`src/rtl/edo_pkg.sv`:
```
package edo_pkg;
  typedef enum logic [1:0] {
    PH_IDLE = 2'd0,
    PH_ROW  = 2'd1,
    PH_ACT  = 2'd2,
    PH_PRE  = 2'd3
  } phase_e;

  function automatic int imax(input int a, input int b);
    return (a > b) ? a : b;
  endfunction
endpackage

```
`src/rtl/edo_seq_timer.sv`:
```
module edo_seq_timer
  import edo_pkg::*;
#(
  parameter int K_RASEND = 7,
  parameter int T_RP     = 2,
  parameter int CW       = 4
) (
  input  logic          clk,
  input  logic          rst,
  input  logic          start_i,
  output phase_e        phase_q,
  output logic [CW-1:0] cnt_q,
  output phase_e        phase_nxt,
  output logic [CW-1:0] cnt_nxt
);
  localparam logic [CW-1:0] ACT_LAST = CW'(K_RASEND - 1);
  localparam logic [CW-1:0] PRE_LAST = CW'(T_RP - 1);

  always_comb begin
    phase_nxt = phase_q;
    cnt_nxt   = cnt_q;
    unique case (phase_q)
      PH_IDLE: begin
        if (start_i) begin
          phase_nxt = PH_ROW;
          cnt_nxt   = '0;
        end
      end
      PH_ROW: begin
        phase_nxt = PH_ACT;
        cnt_nxt   = '0;
      end
      PH_ACT: begin
        if (cnt_q == ACT_LAST) begin
          phase_nxt = PH_PRE;
          cnt_nxt   = '0;
        end else begin
          cnt_nxt = cnt_q + CW'(1);
        end
      end
      PH_PRE: begin
        if (cnt_q == PRE_LAST) begin
          phase_nxt = PH_IDLE;
          cnt_nxt   = '0;
        end else begin
          cnt_nxt = cnt_q + CW'(1);
        end
      end
      default: begin
        phase_nxt = PH_IDLE;
        cnt_nxt   = '0;
      end
    endcase
  end

  always_ff @(posedge clk) begin
    if (rst) begin
      phase_q <= PH_IDLE;
      cnt_q   <= '0;
    end else begin
      phase_q <= phase_nxt;
      cnt_q   <= cnt_nxt;
    end
  end
endmodule

```
`src/rtl/edo_strobe_dec.sv`:
```
module edo_strobe_dec
  import edo_pkg::*;
#(
  parameter int ROW_W    = 9,
  parameter int COL_W    = 9,
  parameter int MA_W     = 9,
  parameter int LANES    = 2,
  parameter int CW       = 4,
  parameter int K_COL    = 1,
  parameter int K_CAS    = 2,
  parameter int K_CASEND = 6
) (
  input  phase_e           phase_i,
  input  logic [CW-1:0]    cnt_i,
  input  logic             we_i,
  input  logic [LANES-1:0] be_i,
  input  logic [ROW_W-1:0] row_i,
  input  logic [COL_W-1:0] col_i,
  output logic             ras_n,
  output logic [LANES-1:0] cas_n,
  output logic             we_n,
  output logic             oe_n,
  output logic [MA_W-1:0]  ma,
  output logic             dq_oe,
  output logic             done
);
  localparam logic [CW-1:0] C_COL = CW'(K_COL);
  localparam logic [CW-1:0] C_CAS = CW'(K_CAS);
  localparam logic [CW-1:0] C_END = CW'(K_CASEND);

  logic act, col_phase, cas_win, drv_win;

  always_comb begin
    act       = (phase_i == PH_ACT);
    col_phase = act && (cnt_i >= C_COL);
    cas_win   = act && (cnt_i >= C_CAS) && (cnt_i < C_END);
    drv_win   = col_phase && (cnt_i <= C_END);
    ras_n     = !act;
    ma        = col_phase ? MA_W'(col_i) : MA_W'(row_i);
    we_n      = !(we_i && col_phase && (cnt_i < C_END));
    oe_n      = !(!we_i && cas_win);
    dq_oe     = we_i && drv_win;
    done      = (phase_i == PH_PRE) && (cnt_i == '0);
  end

  for (genvar g = 0; g < LANES; g++) begin : g_lane
    assign cas_n[g] = !(cas_win && be_i[g]);
  end
endmodule

```
`src/rtl/edo_rd_capture.sv`:
```
module edo_rd_capture #(
  parameter int DW    = 16,
  parameter int LANES = 2
) (
  input  logic             clk,
  input  logic             rst,
  input  logic             cap_i,
  input  logic [LANES-1:0] be_i,
  input  logic [DW-1:0]    dq_i,
  output logic [DW-1:0]    rdata_o
);
  localparam int LW = DW / LANES;

  for (genvar g = 0; g < LANES; g++) begin : g_byte
    always_ff @(posedge clk) begin
      if (rst) begin
        rdata_o[g*LW +: LW] <= '0;
      end else if (cap_i) begin
        rdata_o[g*LW +: LW] <= be_i[g] ? dq_i[g*LW +: LW] : '0;
      end
    end
  end
endmodule

```
`src/rtl/edo_cycle_gen.sv`:
```
module edo_cycle_gen
  import edo_pkg::*;
#(
  parameter int ROW_W = 9,
  parameter int COL_W = 9,
  parameter int DW    = 16,
  parameter int T_RCD = 2,
  parameter int T_CAS = 2,
  parameter int T_RP  = 2,
  parameter int T_RAC = 5,
  parameter int T_CAC = 2,
  parameter int T_AA  = 3
) (
  input  logic                                   clk,
  input  logic                                   rst,
  input  logic                                   req_i,
  input  logic                                   we_i,
  input  logic [ROW_W+COL_W-1:0]                 addr_i,
  input  logic [DW/8-1:0]                        be_i,
  input  logic [DW-1:0]                          wdata_i,
  output logic [DW-1:0]                          rdata_o,
  output logic                                   done_o,
  input  logic                                   grant_i,
  output logic                                   ras_n_o,
  output logic [DW/8-1:0]                        cas_n_o,
  output logic                                   we_n_o,
  output logic                                   oe_n_o,
  output logic [((ROW_W>COL_W)?ROW_W:COL_W)-1:0] ma_o,
  output logic [DW-1:0]                          dq_o,
  output logic                                   dq_oe_o,
  input  logic [DW-1:0]                          dq_i
);
  localparam int LANES    = DW / 8;
  localparam int MA_W     = imax(ROW_W, COL_W);
  localparam int K_COL    = 1;
  localparam int K_CAS    = T_RCD;
  localparam int K_CAP    = imax(T_RAC, imax(K_CAS + T_CAC, K_COL + T_AA));
  localparam int K_CASEND = imax(K_CAS + T_CAS, K_CAP + 1);
  localparam int K_RASEND = K_CASEND + 1;
  localparam int CW       = $clog2(imax(K_RASEND, T_RP) + 1);

  phase_e           phase_q, phase_nxt;
  logic [CW-1:0]    cnt_q, cnt_nxt;
  logic             accept;
  logic             we_q;
  logic [LANES-1:0] be_q;
  logic [ROW_W-1:0] row_q;
  logic [COL_W-1:0] col_q;
  logic             op_we;
  logic [LANES-1:0] op_be;
  logic [ROW_W-1:0] op_row;
  logic [COL_W-1:0] op_col;
  logic             d_ras_n, d_we_n, d_oe_n, d_dq_oe, d_done;
  logic [LANES-1:0] d_cas_n;
  logic [MA_W-1:0]  d_ma;
  logic             cap;

  assign accept = (phase_q == PH_IDLE) && req_i && grant_i;

  edo_seq_timer #(
    .K_RASEND(K_RASEND),
    .T_RP    (T_RP),
    .CW      (CW)
  ) u_timer (
    .clk      (clk),
    .rst      (rst),
    .start_i  (accept),
    .phase_q  (phase_q),
    .cnt_q    (cnt_q),
    .phase_nxt(phase_nxt),
    .cnt_nxt  (cnt_nxt)
  );

  always_ff @(posedge clk) begin
    if (rst) begin
      we_q  <= 1'b0;
      be_q  <= '0;
      row_q <= '0;
      col_q <= '0;
      dq_o  <= '0;
    end else if (accept) begin
      we_q  <= we_i;
      be_q  <= be_i;
      row_q <= addr_i[ROW_W+COL_W-1:COL_W];
      col_q <= addr_i[COL_W-1:0];
      dq_o  <= wdata_i;
    end
  end

  always_comb begin
    if (phase_q == PH_IDLE) begin
      op_we  = we_i;
      op_be  = be_i;
      op_row = addr_i[ROW_W+COL_W-1:COL_W];
      op_col = addr_i[COL_W-1:0];
    end else begin
      op_we  = we_q;
      op_be  = be_q;
      op_row = row_q;
      op_col = col_q;
    end
  end

  edo_strobe_dec #(
    .ROW_W   (ROW_W),
    .COL_W   (COL_W),
    .MA_W    (MA_W),
    .LANES   (LANES),
    .CW      (CW),
    .K_COL   (K_COL),
    .K_CAS   (K_CAS),
    .K_CASEND(K_CASEND)
  ) u_dec (
    .phase_i(phase_nxt),
    .cnt_i  (cnt_nxt),
    .we_i   (op_we),
    .be_i   (op_be),
    .row_i  (op_row),
    .col_i  (op_col),
    .ras_n  (d_ras_n),
    .cas_n  (d_cas_n),
    .we_n   (d_we_n),
    .oe_n   (d_oe_n),
    .ma     (d_ma),
    .dq_oe  (d_dq_oe),
    .done   (d_done)
  );

  always_ff @(posedge clk) begin
    if (rst) begin
      ras_n_o <= 1'b1;
      cas_n_o <= '1;
      we_n_o  <= 1'b1;
      oe_n_o  <= 1'b1;
      ma_o    <= '0;
      dq_oe_o <= 1'b0;
      done_o  <= 1'b0;
    end else begin
      ras_n_o <= d_ras_n;
      cas_n_o <= d_cas_n;
      we_n_o  <= d_we_n;
      oe_n_o  <= d_oe_n;
      ma_o    <= d_ma;
      dq_oe_o <= d_dq_oe;
      done_o  <= d_done;
    end
  end

  assign cap = (phase_q == PH_ACT) && (cnt_q == CW'(K_CAP)) && !we_q;

  edo_rd_capture #(
    .DW   (DW),
    .LANES(LANES)
  ) u_cap (
    .clk    (clk),
    .rst    (rst),
    .cap_i  (cap),
    .be_i   (be_q),
    .dq_i   (dq_i),
    .rdata_o(rdata_o)
  );
endmodule

```
`config.mk`:
```
export PLATFORM = sky130hd
export DESIGN_NAME = edo_cycle_gen
export DESIGN_NICKNAME = d
export VERILOG_FILES = /design/src/rtl/edo_pkg.sv /design/src/rtl/edo_seq_timer.sv /design/src/rtl/edo_strobe_dec.sv /design/src/rtl/edo_rd_capture.sv /design/src/rtl/edo_cycle_gen.sv
export SDC_FILE = /design/constraint.sdc
export NUM_CORES = 1
export LEC_CHECK = 0
export ABC_CLOCK_PERIOD_IN_PS = 3600
export BUFFER_PORTS_ARGS = -buffer_cell sky130_fd_sc_hd__buf_2
export CAP_MARGIN = 15
export CORE_ASPECT_RATIO = 1.2
export CORE_MARGIN = 5
export CORE_UTILIZATION = 40
export CTS_CLUSTER_DIAMETER = 200
export DETAILED_ROUTE_END_ITERATION = 16
export PLACE_DENSITY_LB_ADDON = 0.3
export SLEW_MARGIN = 5
export SYNTH_ARGS = -nofsm -noshare
export SYNTH_HDL_FRONTEND = slang
export SYNTH_HIERARCHICAL = 1
export SYNTH_SLANG_ARGS = --single-unit
```
`constraint.sdc`:
```
create_clock -name clk -period 3.6 [get_ports clk]
set_input_delay 0.18 -clock clk [delete_from_list [all_inputs] [get_ports clk]]
set_output_delay 0.18 -clock clk [all_outputs]
set_load 0.1 [all_outputs]
```
==> results of run 1 <==
==> kinds of logic (layout without fill, tap and decap cells) <==
group / Yosys count / after routing / synth area share
AND/OR/NAND/NOR: 154 / 154 / 0.2658
buffers and inverters: 28 / 127 / 0.05538
multiplexers: 67 / 67 / 0.2042
flip-flops: 74 / 74 / 0.4098
XOR/XNOR: 1 / 1 / 0.002423
AO/OA/AOI/OAI: 29 / 29 / 0.06231
==> per-stage QoR <==
step | power (mW) | hold slack [ns]
after floorplan | 1.193 | 0.2424
after global placement | 1.258 | 0.4424
after detailed placement | 1.264 | 0.4491
after CTS | 1.976 | 0.06543
after global routing | 2.037 | 0.07939
final | 1.942 | 0.08357
==> metal layers <==
metal,share of wire,wire length [um],up-vias,GRT usage
met5,0,0,-,0
met4,0.022,168,0,0.07210
met3,0.072,553,11,0.04388
met2,0.45,3485,79,0.2325
met1,0.45,3454,1257,0.1794
li1,-,-,1368,-
==> registers in the layout (all words and copies together) (netlist names) <==
name             flops
dq_oe_o              1
u_timer/phase_q      2
dq_o                16
col_q                9
ras_n_o              1
ma_o                 9
oe_n_o               1
u_cap/rdata_o       16
u_timer/cnt_q        3
done_o               1
we_q                 1
row_q                9
we_n_o               1
cas_n_o              2
be_q                 2
==> cells in the final DEF, fill, tap and decap left out, drive strengths merged, types with 2 or more instances in the layout <==
cell type / n
nor2b: 13
and2b: 2
buf: 109
clkbuf: 10
inv: 3
nand2: 9
and3: 2
dfxtp: 74
nand3: 18
mux2i: 37
nor3b: 2
clkinv: 2
a21oi: 20
or2: 5
nor2: 4
bufinv: 2
mux2: 30
nor3: 2
nand2b: 94
==> power by group through the flow <==
stage / Sequential, mW / Clock, mW / Combinational [mW]
5_1_grt: 0.880 / 0.766 / 0.391
6_report: 0.875 / 0.701 / 0.365
3_3_place_gp: 0.893 / 0 / 0.365
2_1_floorplan: 1.02 / 0 / 0.170
3_5_place_dp: 0.894 / 0 / 0.370
4_1_cts: 0.876 / 0.730 / 0.370
==> worst max-delay path, cell delays in order (launching register included) <==
cell      delay [ns]
dfxtp_1         0.63
and4bb_4        0.42
nor3b_2         0.21
a21oi_2         0.06
o22ai_1         0.39
nor3_2          0.11
nor2_2          0.34
buf_4           0.24
mux2_4          0.30
nor2b_1         0.13
==> worst paths after layout <==
check,endpoint
setup / recovery,ma_o[0]
hold / removal,dq_o[2]
setup reg to reg,ma_o[0]
hold reg to reg,u_cap/rdata_o[2]
==> area by class of cell <==
| class | count | area (sq um) | area share |
|---|---|---|---|
| multi-input cells | 251 | 1941 | 0.4456 |
| inverters | 2 | 7.507 | 0.001724 |
| clock inverters | 6 | 90.09 | 0.02068 |
| well taps | 120 | 150.1 | 0.03447 |
| clock buffers | 10 | 127.6 | 0.02930 |
| repair buffers | 109 | 558.0 | 0.1281 |
| flip-flops and latches | 74 | 1481 | 0.3401 |
==> summary.md, run 1 <==
| Metric | Value |
|---|---|
| Outcome | `finished clean` |
| Hold buffer count at cts | `0` |
| Psw | `0.5659 mW` |
| Max_cap viols | `0` |
| Starting Density | `0.4044` |
| First-pass GRT wire length | `13.12 mm` |
| Nets | `504` |
| CTS resizes | `0` |
| GRT overflow | `0` |
| Switching Share | `0.2915` |
| Max transition margin | `0.5412` |
| Yosys reg bits | `74` |
| Largest net degree at the start of global routing | `63` |
| Remaining DRCs | `0` |
| CP startpoint | `u_timer/phase_q[0]` |
| Area of the mapped netlist | `~0.0036 sq mm` |
| RR Startpoint | `u_timer/phase_q[0]` |
| Post-CTS setup buffer count | `0` |
| Layout cells sized above 1 | `0.3960` |
| Netlist cell types | `44` |
| Hold Startpoint | `wdata_i[2]` |
| Number of instances in the placed design | `between 500 and 600` |
| Via density | `4.747` |
| Yosys top cell area share | `0.4098` |
| Avg Cell Area, Syn | `10.24 sq um` |
| R2R depth | `9` |
| Register share of total power | `0.451` |
| Total GRT Usage | `0.1456` |
| Total CTS buffers | `9` |
| Post-synthesis net count | `410` |
| PwrDens | `about 450 mW/mm^2` |
| Crit path launch type | `flip-flop` |
| Final WL | `7.661 mm` |
| Area leader, netlist | `dfxtp_1` |
| Clock power share | `0.361` |
| Sequential element share of the synthesized area | `0.4098` |
| Antenna Violating Nets Remaining | `0` |
| Most frequent cell after synthesis | `nand2b_1` |
| Synth-to-Final Area Change | `20.49%` |
| Post-Syn Instances | `353` |
| Reg2reg setup slack | `0.62 ns` |
| Minimum clock period | `2.977 ns` |
| Clock buffer depth | `2` |
| Critical path arrival | `3.18 ns` |
| Yosys warnings | `6` |
| Die area | `0.01105 sq mm` |
| Clk sinks | `74` |
| CTS tree | `built` |
| Final WS setup | `~0.62 ns` |
| Core Rows | `38` |
| Total Neg Setup Slack | `0 ns` |
| Pint | `1.376 mW` |
| Setup CP Type | `reg -> reg` |
| Port Buffers | `approximately 100` |
| Worst EP required | `between 3 and 4 ns` |
| Hold path cells | `3` |
| Post-route insts no fill | `572` |
| Async SR Flop Fraction | `0` |
| Ranking of synthesized cells by area | `dfxtp_1 41%, nand2b_1 16%, mux2i_1 10%` |
| Tcrit/Tclk final | `0.8269` |
| # H-tree levels | `3` |
| Fillers | `906` |
| Endpoints failing setup | `0` |
| CP max FO | `20` |
| Post-route cell area | `0.004355 sq mm` |
| DRT iter0 DRCs | `87` |
| Top post-synthesis cells by count | `93 x nand2b_1, 74 x dfxtp_1, 37 x mux2i_1` |
| Boundary Pins | `approximately 110` |
| Core Box Area | `0.008939 sq mm` |
| Routed WL per cell | `approximately 13 um` |
| Fmax | `0.3359 GHz` |
| Clock-pin slew on the worst setup and hold paths | `0.08 ns` |
| CP Capture Type | `flip-flop` |
| Top FF cell, synth | `dfxtp_1` |
| Number of synthesized flops with an enable pin | `0` |
| Area after DPL | `0.004138 sq mm` |
| Slew Limit Fails | `0` |
| Gpl congestion | `0.7639` |
| DPL Wire Length | `between 5 and 6 mm` |
| Clock Skews | `roughly 0.011 ns` |
| Vias in the first global route | `2767` |
| First-pass iteration count of the detailed router | `4` |
| Static Leakage | `1.802 nW` |
| Worst skew pair latency | `0.35 ns` |
| Vias | `2715` |
| Die Ht | `114.1 um` |
| Pre-CTS WS | `0.5797 ns` |
| Final Hold Fails | `0` |
| Worst min path class | `in -> reg` |
| N_diodes | `0` |
| RSZ-0062 raised after global routing | `false` |
| Worst slew pin tran | `0.6882 ns` |
| Die X | `96.78 um` |
| Initial antenna violation count | `0` |
| CTS root buffer | `clkbuf_8` |
| Combinational power share | `0.188` |
| Max VDD drop | `0.2473 mV` |
| Final Core Density | `0.4873` |
No activity file was read; power rests on OpenSTA's default activity.
==> run 2: changes to the inputs <==
--- a/config.mk
+++ b/config.mk
@@ -5,7 +5,7 @@
 export SDC_FILE = /design/constraint.sdc
 export NUM_CORES = 1
 export LEC_CHECK = 0
-export ABC_CLOCK_PERIOD_IN_PS = 3600
+export ABC_CLOCK_PERIOD_IN_PS = 2600
 export BUFFER_PORTS_ARGS = -buffer_cell sky130_fd_sc_hd__buf_2
 export CAP_MARGIN = 15
 export CORE_ASPECT_RATIO = 1.2
==> constraint.sdc (replaced) <==
create_clock -name clk -period 2.6 [get_ports clk]
set_input_delay 0.13 -clock clk [delete_from_list [all_inputs] [get_ports clk]]
set_output_delay 0.13 -clock clk [all_outputs]
set_load 0.1 [all_outputs]
==> run 2 against run 1 <==
Net effect: clock skew hardly changed; global-route usage down 0.64 points; register-to-register slack lost 0.19 ns; routed wire length down 0.55%; critical endpoint is now ma_o[3]; largest cell class unchanged; largest power group unchanged; highest routed layer unchanged.
==> summary.md, run 2 (synthesis gave the netlist of run 1 again) <==
| Metric | Value |
|---|---|
| R2R depth | `9` |
| Die area | `0.01105 sq mm` |
| RR Startpoint | `u_timer/phase_q[0]` |
| Core Rows | `38` |
| Reg area | `0.001481 sq mm` |
| PwrDens | `slightly above 600 mW/mm^2` |
| Crit path launch type | `flip-flop` |
| CTS tree | `built` |
| First-pass GRT wire length | `12.61 mm` |
| Boundary Pins | `105` |
| Fillers | `877` |
| Max VDD drop | `about 0.26 mV` |
| Die Ht | `114.1 um` |
| Max_cap viols | `0` |
| First-pass iteration count of the detailed router | `4` |
| Post-CTS setup buffer count | `0` |
| Remaining DRCs | `0` |
| Total CTS buffers | `9` |
| N_diodes | `0` |
| Largest net degree at the start of global routing | `55` |
| Endpoints failing setup | `0` |
| Reg2reg setup slack | `0.44 ns` |
| Area after DPL | `0.004195 sq mm` |
| Worst path bufs/invs | `2` |
| Total Neg Setup Slack | `0 ns` |
| Top cell family by delay on the critical path | `simple AND/OR/NAND/NOR gates` |
| Post-route cell area | `0.004422 sq mm` |
| Hold Path End | `dq_o[13]` |
| Worst skew pair latency | `0.35 ns` |
| RSZ-0062 raised after global routing | `false` |
| Routed WL per cell | `13.20 um` |
| Die X | `96.78 um` |
| Slowest CP cell | `mux2_2` |
| Tcrit/Tclk final | `0.8319` |
| Top flop regs | `dq_o x16, u_cap/rdata_o x16` |
| Max transition margin | `0.5984` |
| Starting Density | `0.4044` |
| Final WS setup | `0.4371 ns` |
| Clock power share | `0.369` |
| Hold buffer count at cts | `0` |
| Clock buffer depth | `2` |
| Clock Skews | `0.01140 ns` |
| Critical path arrival | `2.38 ns` |
| Final Hold Fails | `0` |
| Most frequent CP cell | `buf_4` |
| Layout cells sized above 1 | `0.4048` |
| Number of instances in the placed design | `562` |
| Final Core Density | `0.4947` |
| Outcome | `finished clean` |
| # H-tree levels | `3` |
| Combinational power share | `0.190` |
| Via density | `4.695` |
| Vias in the first global route | `2723` |
| Total GRT Usage | `0.1392` |
| Initial antenna violation count | `0` |
| DRT iter0 DRCs | `76` |
| Hold path cells | `3` |
| Register share of total power | `0.440` |
| Switching Share | `0.2848` |
| Pint | `1.957 mW` |
| CTS resizes | `0` |
| Fmax | `0.4623 GHz` |
| Worst min path class | `in -> reg` |
| Clock-pin slew on the worst setup and hold paths | `0.08 ns` |
| Synth-to-Final Area Change | `22.33%` |
| Antenna Violating Nets Remaining | `0` |
| Post-route insts no fill | `577` |
| Core Box Area | `0.008939 sq mm` |
| Setup CP Type | `reg -> reg` |
| Nets | `roughly 500` |
| Worst slew pin tran | `0.6025 ns` |
| CP max FO | `17` |
| Clk sinks | `74` |
| Psw | `0.7791 mW` |
| RR Endpoint | `ma_o[3]` |
| Pre-CTS WS | `between 0.4 and 0.5 ns` |
| Worst EP required | `2.82 ns` |
| Final WL | `approximately 7.6 mm` |
| Port Buffers | `104` |
| Commonest non-fill, non-tap cell in the layout | `buf_2` |
| Multi-input logic area | `0.001941 sq mm` |
| Largest stage delay, worst path | `0.34 ns` |
| Hold Startpoint | `wdata_i[13]` |
| Minimum clock period | `2.163 ns` |
| Static Leakage | `1.838 nW` |
| Vias | `2709` |
| Gpl congestion | `roughly 0.81` |
| CTS root buffer | `clkbuf_8` |
| DPL Wire Length | `5.467 mm` |
| CP Capture Type | `flip-flop` |
| Slew Limit Fails | `0` |
| GRT overflow | `0` |
| Most frequent cells in the layout | `104 x buf_2, 93 x nand2b_1, 74 x dfxtp_1` |
| Cell Chain, Critical Path | `and4bb_4 > buf_4 > a2bb2oi_2 > nand2_1 > nand2b_4 > nor2_2 > buf_4 > mux2_2 > nor2b_1` |
run 2: changes by cell type in the layout (fill, tap and decap cells not counted), sizes merged:
| cell | before | now |
|---|---|---|
| buf | 109 | 115 |
| clkbuf | 10 | 11 |
| clkinv | 2 | 0 |
| clkinvlp | 1 | 2 |
| inv | 3 | 2 |
run 2: worst min-delay path: cells and delay by family:
family | cells | cell delay [ns]
buffers and inverters | 1 | 0.09
multiplexers | 1 | 0.06
AND/OR/NAND/NOR | 1 | 0.05
run 2: final cells by class:
class	instances	area share
multi-input cells	251	0.4389
flip-flops and latches	74	0.3350
repair buffers	115	0.1392
clock buffers	11	0.03424
well taps	120	0.03396
clock inverters	4	0.01698
inverters	2	0.001698
run 2: stage by stage:
| stage | total power [mW] | hold WS (ns) |
|---|---|---|
| after floorplan | 1.652 | 0.1924 |
| after detailed placement | 1.757 | 0.3995 |
| final | 2.736 | 0.02795 |
| after CTS | 2.778 | 0.01075 |
| after global placement | 1.751 | 0.3919 |
| after global routing | 2.859 | 0.01891 |
run 2: how the worst max path moves through the flow:
stage,to,cells past startpoint,from
after global routing,ma_o[3],8,u_timer/cnt_q[1]
after CTS,ma_o[3],9,u_timer/phase_q[0]
after floorplan,ma_o[0],10,u_timer/phase_q[0]
after detailed placement,ma_o[3],9,u_timer/phase_q[0]
final,ma_o[3],9,u_timer/phase_q[0]
after global placement,ma_o[3],9,u_timer/phase_q[0]
run 2: metal layers:
layer,GRT usage,part of all wire,up-vias
met5,0,0,-
met4,0.06180,0.017,0
met3,0.04875,0.076,11
met2,0.2215,0.46,84
met1,0.1708,0.45,1231
li1,-,-,1383
run 2: power groups by stage:
stage | Combinational (mW) | Clock (mW) | Sequential, mW
3_3_place_gp | 0.520 | 0 | 1.23
6_report | 0.521 | 1.01 | 1.21
3_5_place_dp | 0.526 | 0 | 1.23
5_1_grt | 0.555 | 1.09 | 1.21
4_1_cts | 0.528 | 1.04 | 1.21
2_1_floorplan | 0.236 | 0 | 1.42
